<file path="config.mk">
export PLATFORM = sky130hd
export DESIGN_NAME = gpio_bank
export DESIGN_NICKNAME = d
export VERILOG_FILES = /design/src/rtl/gpio_bank_pkg.sv /design/src/rtl/gpio_bank_sync.sv /design/src/rtl/gpio_bank_drive.sv /design/src/rtl/gpio_bank_regs.sv /design/src/rtl/gpio_bank.sv
export SDC_FILE = /design/constraint.sdc
export NUM_CORES = 1
export LEC_CHECK = 0
export ABC_AREA = 1
export ABC_CLOCK_PERIOD_IN_PS = 800
export BUFFER_PORTS_ARGS = -buffer_cell sky130_fd_sc_hd__buf_2
export CELL_PAD_IN_SITES_DETAIL_PLACEMENT = 1
export CELL_PAD_IN_SITES_GLOBAL_PLACEMENT = 2
export CORE_MARGIN = 2
export CORE_UTILIZATION = 30
export CTS_CLUSTER_DIAMETER = 50
export CTS_CLUSTER_SIZE = 8
export DETAILED_ROUTE_END_ITERATION = 12
export PLACE_DENSITY_LB_ADDON = 0.25
export SYNTH_ARGS = -nofsm -noshare
export SYNTH_HDL_FRONTEND = slang
export SYNTH_HIERARCHICAL = 1
export SYNTH_SLANG_ARGS = --single-unit
</file>
<file path="constraint.sdc">
create_clock -name clk -period 0.8 [get_ports clk]
set_input_delay 0.04 -clock clk [delete_from_list [all_inputs] [get_ports clk]]
set_output_delay 0.04 -clock clk [all_outputs]
set_load 0.01 [all_outputs]
</file>
<file path="src/rtl/gpio_bank_pkg.sv">
package gpio_bank_pkg;

    localparam int REG_W = 8;

    typedef enum logic [1:0] {
        OFS_DIR  = 2'd0,
        OFS_DATA = 2'd1,
        OFS_STAT = 2'd2,
        OFS_MODE = 2'd3
    } reg_ofs_e;

    typedef struct packed {
        logic [REG_W-1:0] dir;
        logic [REG_W-1:0] dout;
        logic [REG_W-1:0] mode;
    } bank_regs_t;

endpackage

</file>
<file path="src/rtl/gpio_bank_sync.sv">
module gpio_bank_sync #(
    parameter int NPINS = 8
) (
    input  logic             clk,
    input  logic             rst_n,
    input  logic [NPINS-1:0] pad,
    output logic [NPINS-1:0] stat
);

    typedef struct packed {
        logic [NPINS-1:0] meta;
        logic [NPINS-1:0] held;
    } sync_t;

    sync_t sync_d, sync_q;

    always_comb begin
        sync_d      = sync_q;
        sync_d.meta = pad;
        sync_d.held = sync_q.meta;
    end

    always_ff @(posedge clk or negedge rst_n) begin
        if (!rst_n) begin
            sync_q <= '0;
        end else begin
            sync_q <= sync_d;
        end
    end

    assign stat = sync_q.held;

endmodule

</file>
<file path="src/rtl/gpio_bank_drive.sv">
module gpio_bank_drive #(
    parameter int NPINS = 8
) (
    input  logic [NPINS-1:0] is_out,
    input  logic [NPINS-1:0] dout,
    input  logic [NPINS-1:0] mode,
    output logic [NPINS-1:0] oe,
    output logic [NPINS-1:0] lvl
);

    for (genvar i = 0; i < NPINS; i++) begin : g_pin
        // push-pull drives both levels; open-drain only pulls low
        assign oe[i]  = is_out[i] & (mode[i] | ~dout[i]);
        assign lvl[i] = mode[i] & dout[i];
    end

endmodule

</file>
<file path="src/rtl/gpio_bank_regs.sv">
module gpio_bank_regs
    import gpio_bank_pkg::*;
#(
    parameter logic [7:0] BASE   = 8'hF0,
    parameter int         NPINS  = 8,
    parameter bit         MERGED = 1'b0
) (
    input  logic             clk,
    input  logic             rst_n,
    input  logic             cfg_wr,
    input  logic [7:0]       cfg_addr,
    input  logic [7:0]       cfg_wdata,
    input  logic [NPINS-1:0] stat,
    output logic [7:0]       cfg_rdata,
    output bank_regs_t       regs_q,
    output logic [7:0]       is_out
);

    localparam logic [7:0] PIN_MASK = 8'((9'd1 << NPINS) - 9'd1);
    localparam logic [7:0] DIR_RST  = MERGED ? PIN_MASK : 8'h00;

    bank_regs_t regs_d;
    logic [7:0] ofs;
    logic       hit;
    reg_ofs_e   sel;
    logic [7:0] stat_ext;
    logic [7:0] data_view;

    always_comb begin
        ofs = cfg_addr - BASE;
        hit = (ofs < 8'd4);
        sel = reg_ofs_e'(ofs[1:0]);
    end

    always_comb begin
        stat_ext             = '0;
        stat_ext[NPINS-1:0]  = stat;
    end

    always_comb begin
        regs_d = regs_q;
        if (cfg_wr && hit) begin
            case (sel)
                OFS_DIR:  regs_d.dir  = cfg_wdata & PIN_MASK;
                OFS_DATA: regs_d.dout = cfg_wdata & PIN_MASK;
                OFS_MODE: regs_d.mode = cfg_wdata & PIN_MASK;
                default:  ;
            endcase
        end
    end

    always_ff @(posedge clk or negedge rst_n) begin
        if (!rst_n) begin
            regs_q <= '{dir: DIR_RST, dout: 8'h00, mode: 8'h00};
        end else begin
            regs_q <= regs_d;
        end
    end

    if (MERGED) begin : g_merged
        assign is_out    = ~regs_q.dir & PIN_MASK;
        assign data_view = (regs_q.dout & is_out) | (stat_ext & ~is_out & PIN_MASK);
    end else begin : g_split
        assign is_out    = regs_q.dir;
        assign data_view = regs_q.dout;
    end

    always_comb begin
        cfg_rdata = '0;
        if (hit) begin
            case (sel)
                OFS_DIR:  cfg_rdata = regs_q.dir;
                OFS_DATA: cfg_rdata = data_view;
                OFS_STAT: cfg_rdata = MERGED ? 8'h00 : (stat_ext & PIN_MASK);
                OFS_MODE: cfg_rdata = regs_q.mode;
                default:  cfg_rdata = '0;
            endcase
        end
    end

endmodule

</file>
<file path="src/rtl/gpio_bank.sv">
module gpio_bank
    import gpio_bank_pkg::*;
#(
    parameter logic [7:0] BANK_BASE      = 8'hF0,
    parameter int         PIN_COUNT      = 8,
    parameter bit         MERGED_VARIANT = 1'b0
) (
    input  logic                 clk,
    input  logic                 rst_n,
    input  logic                 cfg_wr,
    input  logic [7:0]           cfg_addr,
    input  logic [7:0]           cfg_wdata,
    output logic [7:0]           cfg_rdata,
    input  logic [PIN_COUNT-1:0] pad_in,
    output logic [PIN_COUNT-1:0] pad_oe,
    output logic [PIN_COUNT-1:0] pad_out
);

    logic [PIN_COUNT-1:0] stat_w;
    bank_regs_t           regs_w;
    logic [7:0]           is_out_w;

    gpio_bank_sync #(.NPINS(PIN_COUNT)) u_sync (
        .clk   (clk),
        .rst_n (rst_n),
        .pad   (pad_in),
        .stat  (stat_w)
    );

    gpio_bank_regs #(
        .BASE   (BANK_BASE),
        .NPINS  (PIN_COUNT),
        .MERGED (MERGED_VARIANT)
    ) u_regs (
        .clk       (clk),
        .rst_n     (rst_n),
        .cfg_wr    (cfg_wr),
        .cfg_addr  (cfg_addr),
        .cfg_wdata (cfg_wdata),
        .stat      (stat_w),
        .cfg_rdata (cfg_rdata),
        .regs_q    (regs_w),
        .is_out    (is_out_w)
    );

    gpio_bank_drive #(.NPINS(PIN_COUNT)) u_drive (
        .is_out (is_out_w[PIN_COUNT-1:0]),
        .dout   (regs_w.dout[PIN_COUNT-1:0]),
        .mode   (regs_w.mode[PIN_COUNT-1:0]),
        .oe     (pad_oe),
        .lvl    (pad_out)
    );

endmodule

</file>
==> run summary <==
pwr/cell area = 1470 nW/um2
Worst-path clk slew = 0.09 ns
failing checks = negative setup slack
area delta synth->final = 62.2%
status = finished, violations left
Antenna diodes = 0
Worst Hold Path Cells = 3
clock buffer depth = 2
Iter 0 DRT Violations = 64
Post-Route WL = 6550 um
slowest CP cell = dfrtp_1
largest stage delay on the critical path = 0.39 ns
DP Area = 2680 um2
Core Region = 6310 um2
CTS buffer count = 5
worst hold start = cfg_wdata[5]
reg-to-reg critical path startpoint = u_regs/data_view[6]
CP startpoint = u_regs/data_view[0]
FF-to-FF setup slack = -0.07 ns
Final Worst Setup Slack = -0.424 ns
leakage = 0.00169 uW
Slew headroom = 0.812
Mapped Avg Cell Area = 8.44 um2
Clk Latency, worst-skew pair = 0.30 ns
Ports = 51
Max H-tree Level = 2
gr ovfl total = 0
antenna viol nets, final = 0
Final Wtd Congestion = 0.806
worst slew pin tran = 0.281 ns
CP max FO = 2
Final Cycle Share = 1.53
routed vias = 1973
WS Path Type = flop to output pin
Final TNS setup = -8.18 ns
initial antenna violation count = 0
Reg2Reg Depth = 4
clk sink count = 40
R2R Path End = u_regs/data_view[6]
Final Skew = 0.0107 ns
DR vias/cell = 4.69
fin nets = 370
final hold violations = 0
RSZ-0062 raised after global routing = yes
post-route cell area = 3180 um2
VDD IR max = 669 uV
crit-path cells = o21ai_1 -> and3_1 -> nor2_1 -> buf_2
DR WL/cell = 15.6 um
layout cells sized above 1 = 0.477
synth warn = 6
Max Cap Viol = 0
fillers = 768
CP endpoint = cfg_rdata[0]
Arr. time, crit path = 1.18 ns
Worst setup EP type = output pin
DR pass1 iterations = 4
largest net degree at the start of global routing = 41
die width = 84.8 um
Tmin final = 1.22 ns
syn nets = 259
Max Clk Rate = 817 MHz
initial core utilization = 0.310
gr usage total = 0.184
Hold/Removal Path Class = primary input to flop
synthesized area = 1960 um2
hpwl dp = 4390 um
Final Setup Violations = 27
CP required = 0.76 ns
Mapped Cells = 232
nature of the critical path startpoint = flop
port bufs = 50
die height = 84.8 um
full die area = 7190 um2
via count of the first global-routing pass = 2055
first-pass GRT wire length = 10200 um
Residual DRC = 0
count of pins over their slew limit = 0
TritonCTS clock tree = yes
Rows = 29
clock root buffer = clkbuf_8
[through the flow]
step / worst slack [ns] / instances / hold WS [ns] / utilization / total power [uW]
global route: -0.478 / 421 / 0.0158 / 0.503 / 4890
global placement: -0.336 / 397 / 0.0268 / 0.424 / 2840
detailed placement: -0.361 / 397 / 0.0302 / 0.424 / 2860
finish: -0.424 / 421 / 0.0193 / 0.503 / 4680
floorplan: 0.0122 / 232 / -0.256 / - / 2460
CTS: -0.433 / 414 / 0.00847 / 0.470 / 4660
[worst min path at each step]
stage	end	slack [ns]
2_1_floorplan	u_regs/data_view[0]	-0.26
3_3_place_gp	u_sync/sync_d[5]	0.03
3_5_place_dp	u_sync/sync_d[6]	0.03
4_1_cts	u_regs/data_view[4]	0.008
5_1_grt	u_regs/data_view[5]	0.02
6_report	u_regs/data_view[5]	0.02
[power by group]
group	switching, uW	total, uW	internal [uW]
clock	780	1720	940
sequential	59.1	2180	2120
combinational	395	781	385
total	1230	4680	3440
[repair_timing]
action | in CTS | in global routing
setup buffers | 1 | 8
endpoints found under the setup margin | 32 | 37
resized for setup | 35 | 36
cloned | 0 | 1
pin swaps | 20 | 14
hold buffers | 9 | 0
hold endpoints to repair | 48 | 0
[state kept, by name, summed over array words and instances, names as in the netlist]
| signal | cells |
|---|---|
| u_sync/stat | 8 |
| u_regs/is_out | 8 |
| u_regs/data_view | 8 |
| u_sync/sync_d | 8 |
| u_regs/regs_q | 8 |
[layout by cell type (no fill, tap or decap), types with 2 or more instances in the layout]
cell type / n
nor2_2: 2
buf_2: 40
o21ai_1: 10
nand2_1: 60
buf_6: 29
a21oi_2: 8
nand2_4: 3
dfrtp_1: 40
buf_4: 29
nor2_4: 3
inv_2: 14
nand2_2: 12
o21ai_0: 3
nand4_1: 25
clkbuf_8: 5
dlygate4sd3_1: 9
nand3_1: 3
buf_12: 6
and3_1: 7
nand4_2: 2
nor2_1: 7
inv_1: 16
[critical path, delay by kind of cell, from the launching register on]
kind | cells | cell delay, ns
AO/OA/AOI/OAI | 1 | 0.14
AND/OR/NAND/NOR | 2 | 0.22
flip-flops | 1 | 0.39
buffers and inverters | 1 | 0.13
[routing by layer]
layer	global-route usage	wire length [um]
met5	0	0
met4	0.0592	110
met3	0.0305	175
met2	0.305	3170
met1	0.246	3090
[area by class of cell]
type                       count  area, um2  share of cell area
tap                           77       96.3              0.0303
clock buffer                   5       68.8              0.0217
inverter                      31        119              0.0374
multi-input combinational    150        851               0.268
clock inverter                 3       46.3              0.0146
sequential                    40       1000               0.315
timing repair buffer         115        995               0.313
No activity file was read; power rests on OpenSTA's default activity.
